===== config.mk =====
export PLATFORM = sky130hd
export DESIGN_NAME = sgt_core
export DESIGN_NICKNAME = d
export VERILOG_FILES = /design/src/rtl/sgt_pkg.sv /design/src/rtl/sgt_event.sv /design/src/rtl/sgt_counter.sv /design/src/rtl/sgt_ctl.sv /design/src/rtl/sgt_core.sv
export SDC_FILE = /design/constraint.sdc
export NUM_CORES = 2
export LEC_CHECK = 0
export BUFFER_PORTS_ARGS = -buffer_cell sky130_fd_sc_hd__buf_4
export CAP_MARGIN = 5
export CORE_MARGIN = 5
export CORE_UTILIZATION = 60
export CTS_BUF_LIST = sky130_fd_sc_hd__clkbuf_8
export DETAILED_ROUTE_END_ITERATION = 16
export HOLD_SLACK_MARGIN = 0.05
export PLACE_DENSITY = 0.77
export REMOVE_ABC_BUFFERS = 1
export SLEW_MARGIN = 20
export SYNTH_ARGS = -nofsm -noshare
export SYNTH_HDL_FRONTEND = slang
export SYNTH_SLANG_ARGS = --single-unit

===== constraint.sdc =====
create_clock -name clk -period 29.8 [get_ports clk]
set_clock_uncertainty 0.15 [all_clocks]
set_input_delay 2.98 -clock clk [delete_from_list [all_inputs] [get_ports clk]]
set_output_delay 2.98 -clock clk [all_outputs]
set_load 0.02 [all_outputs]

===== src/rtl/sgt_pkg.sv =====
package sgt_pkg;
  localparam int BUS_W   = 32;
  localparam int ADDR_W  = 8;
  localparam int ST_W    = 5;
  localparam int ST_N    = 1 << ST_W;
  localparam int OUT_N   = 8;
  localparam int CNT_W   = 32;
  localparam int HALF_W  = CNT_W / 2;

  localparam logic [ADDR_W-1:0] A_MODE  = 8'h00;
  localparam logic [ADDR_W-1:0] A_HALT  = 8'h01;
  localparam logic [ADDR_W-1:0] A_COUNT = 8'h02;
  localparam logic [ADDR_W-1:0] A_STATE = 8'h03;
  localparam logic [ADDR_W-1:0] A_EV    = 8'h10;

  typedef struct packed {
    logic [OUT_N-1:0] clr;
    logic [OUT_N-1:0] set;
    logic [1:0]       rsv;
    logic             act_h;
    logic [ST_W-1:0]  st_val;
    logic             st_add;
    logic             st_en;
    logic             dma;
    logic             irq;
    logic             run;
    logic             halt;
    logic             limit;
    logic             cmp_h;
  } ev_ctrl_t;
endpackage


===== src/rtl/sgt_event.sv =====
module sgt_event
  import sgt_pkg::*;
(
  input  logic             clk,
  input  logic             rst_n,
  input  logic             wr_mask,
  input  logic             wr_match,
  input  logic             wr_ctrl,
  input  logic [BUS_W-1:0] wdata,
  input  logic             unify,
  input  logic [CNT_W-1:0] cnt,
  input  logic [ST_W-1:0]  st_l,
  input  logic [ST_W-1:0]  st_h,
  input  logic             run_l,
  input  logic             run_h,
  output logic [ST_N-1:0]  mask_q,
  output logic [CNT_W-1:0] match_q,
  output ev_ctrl_t         ctrl_q,
  output logic             fire
);
  logic [ST_N-1:0]  mask_d;
  logic [CNT_W-1:0] match_d;
  ev_ctrl_t         ctrl_d;
  logic             half;
  logic             hit;
  logic [ST_W-1:0]  st_cur;

  always_comb begin
    mask_d  = mask_q;
    match_d = match_q;
    ctrl_d  = ctrl_q;
    if (wr_mask)  mask_d  = wdata[ST_N-1:0];
    if (wr_match) match_d = wdata[CNT_W-1:0];
    if (wr_ctrl)  ctrl_d  = ev_ctrl_t'(wdata);
  end

  always_ff @(posedge clk or negedge rst_n) begin
    if (!rst_n) begin
      mask_q  <= '0;
      match_q <= '0;
      ctrl_q  <= '0;
    end else begin
      mask_q  <= mask_d;
      match_q <= match_d;
      ctrl_q  <= ctrl_d;
    end
  end

  always_comb begin
    half   = unify ? 1'b0 : ctrl_q.cmp_h;
    st_cur = half ? st_h : st_l;
    if (unify)
      hit = (cnt == match_q);
    else if (half)
      hit = (cnt[CNT_W-1:HALF_W] == match_q[HALF_W-1:0]);
    else
      hit = (cnt[HALF_W-1:0] == match_q[HALF_W-1:0]);
    fire = hit && (half ? run_h : run_l) && mask_q[st_cur];
  end
endmodule


===== src/rtl/sgt_counter.sv =====
module sgt_counter
  import sgt_pkg::*;
(
  input  logic             clk,
  input  logic             rst_n,
  input  logic             unify,
  input  logic             run_l,
  input  logic             run_h,
  input  logic             lim_l,
  input  logic             lim_h,
  input  logic             wr,
  input  logic [CNT_W-1:0] wdata,
  output logic [CNT_W-1:0] cnt_q
);
  logic [CNT_W-1:0]  cnt_d;
  logic [HALF_W-1:0] lo_d;
  logic [HALF_W-1:0] hi_d;

  always_comb begin
    lo_d = cnt_q[HALF_W-1:0];
    hi_d = cnt_q[CNT_W-1:HALF_W];
    if (wr)         lo_d = wdata[HALF_W-1:0];
    else if (lim_l) lo_d = '0;
    else if (run_l) lo_d = lo_d + 1'b1;
    if (wr)         hi_d = wdata[CNT_W-1:HALF_W];
    else if (lim_h) hi_d = '0;
    else if (run_h) hi_d = hi_d + 1'b1;
    if (unify) begin
      if (wr)         cnt_d = wdata;
      else if (lim_l) cnt_d = '0;
      else if (run_l) cnt_d = cnt_q + 1'b1;
      else            cnt_d = cnt_q;
    end else begin
      cnt_d = {hi_d, lo_d};
    end
  end

  always_ff @(posedge clk or negedge rst_n) begin
    if (!rst_n) cnt_q <= '0;
    else        cnt_q <= cnt_d;
  end
endmodule


===== src/rtl/sgt_ctl.sv =====
module sgt_ctl
  import sgt_pkg::*;
#(
  parameter int NUM_EV = 8
) (
  input  logic                  clk,
  input  logic                  rst_n,
  input  logic                  unify,
  input  logic [NUM_EV-1:0]     fire,
  input  ev_ctrl_t [NUM_EV-1:0] ev_ctrl,
  input  logic                  halt_wr,
  input  logic                  st_wr,
  input  logic [BUS_W-1:0]      wdata,
  output logic [1:0][ST_W-1:0]  st_q,
  output logic [1:0]            halt_q,
  output logic [1:0]            lim,
  output logic [1:0]            st_chg,
  output logic [OUT_N-1:0]      out_q,
  output logic                  irq_q,
  output logic                  dma_q
);
  logic [1:0][ST_W-1:0] st_d;
  logic [1:0][ST_W-1:0] st_new;
  logic [1:0]           halt_d;
  logic [1:0]           stp;
  logic [1:0]           sta;
  logic [OUT_N-1:0]     set_m;
  logic [OUT_N-1:0]     clr_m;
  logic                 irq_d;
  logic                 dma_d;
  logic [OUT_N-1:0]     out_d;
  logic                 ah;
  logic                 ch;

  always_comb begin
    lim = '0; stp = '0; sta = '0; st_chg = '0; st_new = st_q;
    set_m = '0; clr_m = '0; irq_d = 1'b0; dma_d = 1'b0;
    ah = 1'b0; ch = 1'b0;
    for (int e = 0; e < NUM_EV; e++) begin
      if (fire[e]) begin
        ah = unify ? 1'b0 : ev_ctrl[e].act_h;
        ch = unify ? 1'b0 : ev_ctrl[e].cmp_h;
        if (ev_ctrl[e].limit) lim[ah] = 1'b1;
        if (ev_ctrl[e].halt)  stp[ah] = 1'b1;
        if (ev_ctrl[e].run)   sta[ah] = 1'b1;
        irq_d = irq_d | ev_ctrl[e].irq;
        dma_d = dma_d | ev_ctrl[e].dma;
        set_m = set_m | ev_ctrl[e].set;
        clr_m = clr_m | ev_ctrl[e].clr;
        if (ev_ctrl[e].st_en) begin
          st_chg[ch] = 1'b1;
          st_new[ch] = ev_ctrl[e].st_add ? (st_q[ch] + ev_ctrl[e].st_val)
                                         : ev_ctrl[e].st_val;
        end
      end
    end
  end

  always_comb begin
    st_d   = st_q;
    halt_d = halt_q;
    if (st_wr) begin
      st_d[0] = wdata[ST_W-1:0];
      st_d[1] = wdata[16 +: ST_W];
    end
    if (halt_wr) halt_d = wdata[1:0];
    for (int h = 0; h < 2; h++) begin
      if (st_chg[h]) st_d[h] = st_new[h];
      if (stp[h])      halt_d[h] = 1'b1;
      else if (sta[h]) halt_d[h] = 1'b0;
    end
    out_d = (out_q & ~clr_m) | set_m;
  end

  always_ff @(posedge clk or negedge rst_n) begin
    if (!rst_n) begin
      st_q   <= '0;
      halt_q <= 2'b11;
      out_q  <= '0;
      irq_q  <= 1'b0;
      dma_q  <= 1'b0;
    end else begin
      st_q   <= st_d;
      halt_q <= halt_d;
      out_q  <= out_d;
      irq_q  <= irq_d;
      dma_q  <= dma_d;
    end
  end
endmodule


===== src/rtl/sgt_core.sv =====
module sgt_core
  import sgt_pkg::*;
#(
  parameter int NUM_EV = 8
) (
  input  logic              clk,
  input  logic              rst_n,
  input  logic              bus_en,
  input  logic              bus_we,
  input  logic [ADDR_W-1:0] bus_addr,
  input  logic [BUS_W-1:0]  bus_wdata,
  output logic [BUS_W-1:0]  bus_rdata,
  output logic              bus_err,
  output logic [OUT_N-1:0]  out_o,
  output logic              irq_o,
  output logic              dma_o
);
  localparam int IDX_W = (NUM_EV > 1) ? $clog2(NUM_EV) : 1;
  localparam int EV_SPAN = 4 * NUM_EV;

  logic [1:0]                rs_q;
  logic                      rst_s_n;
  logic                      unify_q;
  logic                      unify_d;
  logic [CNT_W-1:0]          cnt_q;
  logic [1:0][ST_W-1:0]      st_q;
  logic [1:0]                halt_q;
  logic [1:0]                lim;
  logic [1:0]                st_chg;
  logic [NUM_EV-1:0]         fire;
  logic [NUM_EV-1:0][ST_N-1:0]  ev_mask;
  logic [NUM_EV-1:0][CNT_W-1:0] ev_match;
  ev_ctrl_t [NUM_EV-1:0]     ev_ctrl;
  logic                      wr;
  logic                      prot_ok;
  logic                      cnt_wr;
  logic                      st_wr;
  logic                      halt_wr;
  logic [ADDR_W-1:0]         ev_off;
  logic                      ev_hit;
  logic [IDX_W-1:0]          ev_idx;
  logic                      halt_l;
  logic                      lim_l;
  logic                      st_chg_l;
  logic [HALF_W-1:0]         cnt_l;
  logic [ST_W-1:0]           state_l;

  always_ff @(posedge clk or negedge rst_n) begin
    if (!rst_n) rs_q <= 2'b00;
    else        rs_q <= {rs_q[0], 1'b1};
  end
  assign rst_s_n = rs_q[1];

  always_comb begin
    wr      = bus_en && bus_we;
    prot_ok = unify_q ? halt_q[0] : (halt_q[0] && halt_q[1]);
    cnt_wr  = wr && (bus_addr == A_COUNT) && prot_ok;
    st_wr   = wr && (bus_addr == A_STATE) && prot_ok;
    halt_wr = wr && (bus_addr == A_HALT);
    bus_err = wr && ((bus_addr == A_COUNT) || (bus_addr == A_STATE)) && !prot_ok;
    unify_d = (wr && (bus_addr == A_MODE)) ? bus_wdata[0] : unify_q;
    ev_off  = bus_addr - A_EV;
    ev_hit  = (bus_addr >= A_EV) && (int'(ev_off) < EV_SPAN);
    ev_idx  = ev_off[2 +: IDX_W];
  end

  always_ff @(posedge clk or negedge rst_s_n) begin
    if (!rst_s_n) unify_q <= 1'b0;
    else          unify_q <= unify_d;
  end

  for (genvar e = 0; e < NUM_EV; e++) begin : g_ev
    logic sel;
    assign sel = wr && ev_hit && (int'(ev_idx) == e);
    sgt_event u_ev (
      .clk      (clk),
      .rst_n    (rst_s_n),
      .wr_mask  (sel && (ev_off[1:0] == 2'd0)),
      .wr_match (sel && (ev_off[1:0] == 2'd1)),
      .wr_ctrl  (sel && (ev_off[1:0] == 2'd2)),
      .wdata    (bus_wdata),
      .unify    (unify_q),
      .cnt      (cnt_q),
      .st_l     (st_q[0]),
      .st_h     (st_q[1]),
      .run_l    (!halt_q[0]),
      .run_h    (!halt_q[1]),
      .mask_q   (ev_mask[e]),
      .match_q  (ev_match[e]),
      .ctrl_q   (ev_ctrl[e]),
      .fire     (fire[e])
    );
  end

  sgt_counter u_cnt (
    .clk   (clk),
    .rst_n (rst_s_n),
    .unify (unify_q),
    .run_l (!halt_q[0]),
    .run_h (!halt_q[1]),
    .lim_l (lim[0]),
    .lim_h (lim[1]),
    .wr    (cnt_wr),
    .wdata (bus_wdata),
    .cnt_q (cnt_q)
  );

  sgt_ctl #(.NUM_EV(NUM_EV)) u_ctl (
    .clk     (clk),
    .rst_n   (rst_s_n),
    .unify   (unify_q),
    .fire    (fire),
    .ev_ctrl (ev_ctrl),
    .halt_wr (halt_wr),
    .st_wr   (st_wr),
    .wdata   (bus_wdata),
    .st_q    (st_q),
    .halt_q  (halt_q),
    .lim     (lim),
    .st_chg  (st_chg),
    .out_q   (out_o),
    .irq_q   (irq_o),
    .dma_q   (dma_o)
  );

  always_comb begin
    bus_rdata = '0;
    if (bus_addr == A_MODE)       bus_rdata[0] = unify_q;
    else if (bus_addr == A_HALT)  bus_rdata[1:0] = halt_q;
    else if (bus_addr == A_COUNT) bus_rdata = cnt_q;
    else if (bus_addr == A_STATE) begin
      bus_rdata[ST_W-1:0]  = st_q[0];
      bus_rdata[16 +: ST_W] = st_q[1];
    end else if (ev_hit) begin
      case (ev_off[1:0])
        2'd0:    bus_rdata[ST_N-1:0] = ev_mask[ev_idx];
        2'd1:    bus_rdata = ev_match[ev_idx];
        2'd2:    bus_rdata = ev_ctrl[ev_idx];
        default: bus_rdata = '0;
      endcase
    end
  end

  assign halt_l   = halt_q[0];
  assign lim_l    = lim[0];
  assign st_chg_l = st_chg[0];
  assign cnt_l    = cnt_q[HALF_W-1:0];
  assign state_l  = st_q[0];
endmodule


# After elaboration in Yosys (flattened, before gate mapping)
# Cells that the tools add are included.
# Widths: inputs -> output; s select.
dict set report totals {
  register_bits 825
  elab_cells 656
}
dict set report classes {
  n_addsub 12
  magnitude_cmp 43
  eq_ne 39
  mux 284
  bitwise 59
  n_reduce_logical 88
}
# op count
set ops {}
lappend ops {{$bmux 32 s3} 3}
lappend ops {{$mux 32} 9}
lappend ops {{$eq 16x16->1} 16}
lappend ops {{$eq 32x32->1} 8}
lappend ops {{$mux 5} 36}
lappend ops {{$mux 10} 17}
lappend ops {{$mux 2} 66}
lappend ops {{$mux 8} 16}
lappend ops {{$or 8x8->8} 15}
lappend ops {{$mux 16} 6}
lappend ops {{$pmux 32 s3} 1}
lappend ops {{$mux 1} 86}
lappend ops {{$bwmux 10} 8}
lappend ops {{$logic_and 1x1->1} 76}
lappend ops {{$or 2x2->2} 28}
lappend ops {{$lt 5x6->1 const B} 8}
lappend ops {{$add 5x5->5} 8}
lappend ops {{$bmux 1 s5} 8}
lappend ops {{$demux 5 s1} 8}
lappend ops {{$add 16x1->16 const B} 2}
lappend ops {{$add 32x1->32 const B} 1}
lappend ops {{$lt 1x2->1 const B} 16}
lappend ops {{$mux 31} 1}
lappend ops {{$mux 30} 1}
lappend ops {{other kinds (27)} 81}

# Logic depth before layout (Yosys ltp)
dict set report logic_depth {
  word_depth 31
  ltp_mapped 19
  mapped_depth_nobuf 15
}

# By module
# From an unflattened synthesis, not the netlist that was laid out.
dict set report hier_totals {
  hier_cells 4632
  hier_area_um2 52019.9
}
# module instances cells_per_inst area_per_inst_um2 seq_area_each_um2
set modules_own_cells {}
lappend modules_own_cells {sgt_event 8 378 4705.8 2402.3}
lappend modules_own_cells {sgt_core 1 688 7088.0 75.1}
lappend modules_own_cells {sgt_ctl 1 631 4923.5 553.0}
lappend modules_own_cells {sgt_counter 1 289 2362.3 800.8}

# Worst setup path before layout
# OpenSTA, ideal clock, no wires.
dict set report synth_path {
  path_kind {input -> output}
  start {input bus_addr[4]}
  end {output bus_rdata[15]}
  arrival_ns 5.960
  required_ns 26.670
  setup_slack_ns 20.710
  path_stages 12
  path_buffers 5
  cell_sequence {clkbuf_1 -> inv_1 -> buf_1 -> buf_1 -> buf_1 -> ha_1 -> nor3b_1 -> nand2_1 -> nor2_1 -> clkbuf_1 -> nand2_1 -> o21ai_0}
}
dict set report synth_via {
  elab_chain_len 9
  elab_cells_between_ends 20
  cone_classes {add/sub: 1; order compare: 2; eq/ne: 3; mux: 12; reduce/logical: 2}
}
# element line
set synth_lines {}
lappend synth_lines {{start, declared} sgt_core.sv:10} ;# input logic [ADDR_W-1:0] bus_addr,
lappend synth_lines {{$sub 8x5->8} sgt_core.sv:62} ;# ev_off = bus_addr - A_EV;
lappend synth_lines {{$bmux 32 s3, on equally long branches} {sgt_core.sv:138, sgt_core.sv:136, sgt_core.sv:137}}
lappend synth_lines {{$mux 32, on equally long branches} {sgt_core.sv:138, sgt_core.sv:136, sgt_core.sv:137}}
lappend synth_lines {{$pmux 32 s3} sgt_core.sv:135} ;# case (ev_off[1:0])
lappend synth_lines {{$mux 32} sgt_core.sv:134} ;# end else if (ev_hit) begin
lappend synth_lines {{$mux 11} sgt_core.sv:131} ;# else if (bus_addr == A_STATE) begin
lappend synth_lines {{$mux 32} sgt_core.sv:130} ;# else if (bus_addr == A_COUNT) bus_rdata = cnt_q;
lappend synth_lines {{$mux 30} sgt_core.sv:129} ;# else if (bus_addr == A_HALT) bus_rdata[1:0] = halt_q;
lappend synth_lines {{$mux 31 *} sgt_core.sv:128} ;# if (bus_addr == A_MODE) bus_rdata[0] = unify_q;
lappend synth_lines {{end, declared} sgt_core.sv:12} ;# output logic [BUS_W-1:0] bus_rdata,
# Mark *: on every way between the ends. The rest lies on a longest branch, timed or not. The select of a mux whose other input is x is not followed.

# Final worst setup path
dict set report layout_path {
  start {input bus_addr[2]}
  end {output bus_rdata[0]}
}
dict set report layout_via {
  elab_chain_len 9
  elab_cells_between_ends 20
  cone_classes {add/sub: 1; order compare: 2; eq/ne: 3; mux: 12; reduce/logical: 2}
}
# element line
set layout_lines {}
lappend layout_lines {{$sub 8x5->8} sgt_core.sv:62}
lappend layout_lines {{$bmux 32 s3, on equally long branches} {sgt_core.sv:138, sgt_core.sv:136, sgt_core.sv:137}}
lappend layout_lines {{$mux 32, on equally long branches} {sgt_core.sv:138, sgt_core.sv:136, sgt_core.sv:137}}
lappend layout_lines {{$pmux 32 s3} sgt_core.sv:135}
lappend layout_lines {{$mux 32} sgt_core.sv:134}
lappend layout_lines {{$mux 5} sgt_core.sv:131}
lappend layout_lines {{$mux 32} sgt_core.sv:130}
lappend layout_lines {{$mux 2} sgt_core.sv:129}
lappend layout_lines {{$mux 1 *} sgt_core.sv:128}
# Marked as above.

==> impl_results.md <==
- Via-per-instance ratio: 7.68
- Worst Path Arrival: 6.73 ns
- DRC Markers: 0
- Hold WC Path Type: register to register
- Share of layout cells above drive strength 1: 0.310
- H-tree Lvls: 4
- Min Tclk post-route: 9.86 ns
- Initial Util: 0.602
- CP Capture Type: primary output
- Vias: 46400
- FF/Latch Area: between 0.02 and 0.025 mm2
- Die height: 304 um
- Worst R2R End: u_cnt.cnt_q[7]
- Synth warnings: 0
- Setup Viol. Count Final: 0
- Status: complete, no violations
- FF+latch count, synth: 825
- Final net count: 4846
- CTS tree: done
- Post-synth EDFFs: 0
- Root buf cell: clkbuf_8
- CTS Buffer Depth: 3
- R2r startpoint: unify_q
- Final-layout fill cell count: 6514
- FMAX: ~100 MHz
- Required time worst endpoint: 26.67 ns
- Cell area after layout: 0.0569 mm2
- Reported max-cap violation count: 0
- Drt pass-1 iters: 10
- Clock-pin slew on the worst setup and hold paths: 0.06 ns
- Final Hold Fails: 0
- GRT Total Usage: 0.521
- Post-synth top area share: 0.396
- RD Place Congestion: approximately 1.1
- Clk_lat worst skew: 0.89 ns
- Die area: 0.0926 mm2
- P per Cell Area: 47.7 mW/mm2
- Synth Area per Inst: 10.8 um2
- I/O Buffers: 86
- Clock sink count: 825
- RSZ-0062 raised after global routing: no
- CP startpoint: bus_addr[2]
- Core ar.: 0.0863 mm2
- 1st-iter DRT viols: 8779
- Resized Gates After CTS: 0
- Most frequent cell after synthesis: dfrtp_1
- Largest net degree at the start of global routing: 178
- Antenna Violating Nets Remaining: 0
- Multi-input gate area: between 0.02 and 0.03 mm2
- Post-DP HPWL: 169 mm
- Worst Setup EP: bus_rdata[0]
- Total gr overflow: 0
- Synth async-reset ratio: 1.00
- Chip width: ~300 um
- Area contributors post-synth: dfrtp_1 (40%), mux2_2 (17%), mux4_2 (8.4%)
- Setup TNS Final: 0 ns
- Slew headroom: 0.0889
- Synth-to-Final Area Change: 9.43%
- Post-Place Cell Area: 0.0537 mm2
- Vias in the first global route: 45000
- Initial antenna violation count: 17
- Critical Path Source Type: input pin
- Worst hold stages: 0
- R2R Setup Slk: approximately 22 ns
- CP Max Fanout: 63
- Post-CTS Setup Bufs: 0
- Cell taking the most area after synthesis: dfrtp_1
- Area of the mapped netlist: 0.0520 mm2
- Top post-synthesis cells by count: dfrtp_1 (823), mux2_2 (779), nand2_1 (516)
- Worst slew pin tran: about 1.4 ns
- Sequential area share after synthesis: 0.397
- Setup CP Type: input pin to primary output
- Leakage: 26.4 nW
- Syn Inst Count: 4807
- Period utilization: 0.331
- Unique masters post-synth: 94
- R2R cell count: 16
- VDD IR max: ~0.054 mV
- TritonCTS Buffers: 145
- Number of core rows: 108
- Hold-fix buffers, CTS: 0
- DR WL/cell: 41.0 um
- First-pass GRT wire length: approximately 350 mm
- Predominant post-synthesis flop cell: dfrtp_1
- Final WL: 248 mm
- Hold_sp: rs_q[0]
- Pins over their slew limit: 0
- IO Count: a little under 90
## layout by cell type, fill, tap and decap left out, drive strengths merged, types with 17 or more instances in the layout
cell     count
or2         17
nor4        61
a221oi      18
nand2b      46
a32oi       19
a21o        22
xor2       157
ha          35
a21oi      203
clkbuf     187
mux2       780
clkinv      17
o21ai      113
inv        114
a22o        25
nor2       140
a211oi      57
nor2b       59
a222oi      23
a22oi       26
nand3      117
o22ai       67
mux2i      162
and2        33
xnor2      177
dfrtp      823
nand4       69
nand2      516
o2111ai     22
a31oi       35
nor3        47
a2111oi     17
buf        231
mux4       194
and3        28
## worst max-delay path: stages
cell and delay [ns]:
buf_8 0.56, buf_4 0.82, mux4_2 0.59, mux2i_1 0.47
o22ai_1 0.16, a21oi_1 0.17, nor2_1 0.06, a21oi_1 0.12
nor2_1 0.07, a21oi_1 0.33, nor2_1 0.10, buf_4 0.17
## area by class of cell
class                      count  share of cell area
clock buffer                 187              0.0452
tap                         1155              0.0254
inverter                      68             0.00453
sequential                   825               0.363
clock inverter                73             0.00948
antenna                       11            0.000484
multi-input combinational   3488               0.520
timing repair buffer         231              0.0315
## how the worst min path moves through the flow
stage	to	slack, ns
after floorplan	rs_q[1]	0.18
after global placement	rs_q[1]	0.19
after detailed placement	rs_q[1]	0.20
after CTS	rs_q[1]	0.22
after global routing	rs_q[1]	0.23
final	rs_q[1]	0.22
## where the power goes
part	total [W]	leakage (nW)	switching [W]	internal, W
Combinational	0.000365	13.3	0.000243	0.000121
Clock	0.00114	1.75	0.000523	0.000620
Sequential	0.00120	11.4	0.0000504	0.00115
## sequential cells by signal, indices dropped and copies added, names as in the netlist
| name | cells |
|---|---|
| g_ev.u_ev.mask_q | 256 |
| u_ctl.st_q | 10 |
| u_ctl.out_q | 8 |
| unify_q | 1 |
| u_ctl.irq_q | 1 |
| u_cnt.cnt_q | 32 |
| u_ctl.dma_q | 1 |
| u_ctl.halt_q | 2 |
| g_ev.u_ev.match_q | 256 |
| g_ev.u_ev.ctrl_q | 256 |
| rs_q | 2 |
## routing by layer
metal	wire length (um)	GRT usage	part of all wire	vias to the layer above
li1	-	-	-	17700
met1	82100	0.633	0.33	22700
met2	100000	0.734	0.40	4539
met3	37300	0.212	0.15	1467
met4	28100	0.415	0.11	4
met5	27	0.00103	0.00011	-
## per-stage QoR
| step | utilization | setup slack [ns] | instances | hold slack, ns | total power [W] |
|---|---|---|---|---|---|
| finish | 0.659 | 19.94 | 6038 | 0.217 | 0.00271 |
| global placement | 0.622 | 20.04 | 5766 | 0.192 | 0.00156 |
| detailed placement | 0.622 | 20.04 | 5766 | 0.204 | 0.00156 |
| CTS | 0.658 | 20.03 | 6026 | 0.218 | 0.00268 |
| floorplan | - | 4.95 | 4381 | 0.181 | 0.00138 |
| global route | 0.659 | 19.70 | 6029 | 0.232 | 0.00276 |
## cells by family (layout without fill, tap and decap cells)
logic type      count (synthesis)  after routing  share of synthesized area
simple gates                 1196           1196                      0.111
mux                          1136           1136                      0.285
flops                         825            825                      0.397
compound gates                778            778                      0.102
buf+inv                       494            559                     0.0376
xor+xnor                      334            334                     0.0563
fa+ha+maj                      43             43                     0.0115
other cells                     1             12                  0.0000721
Power figures use the tool's default switching activity.
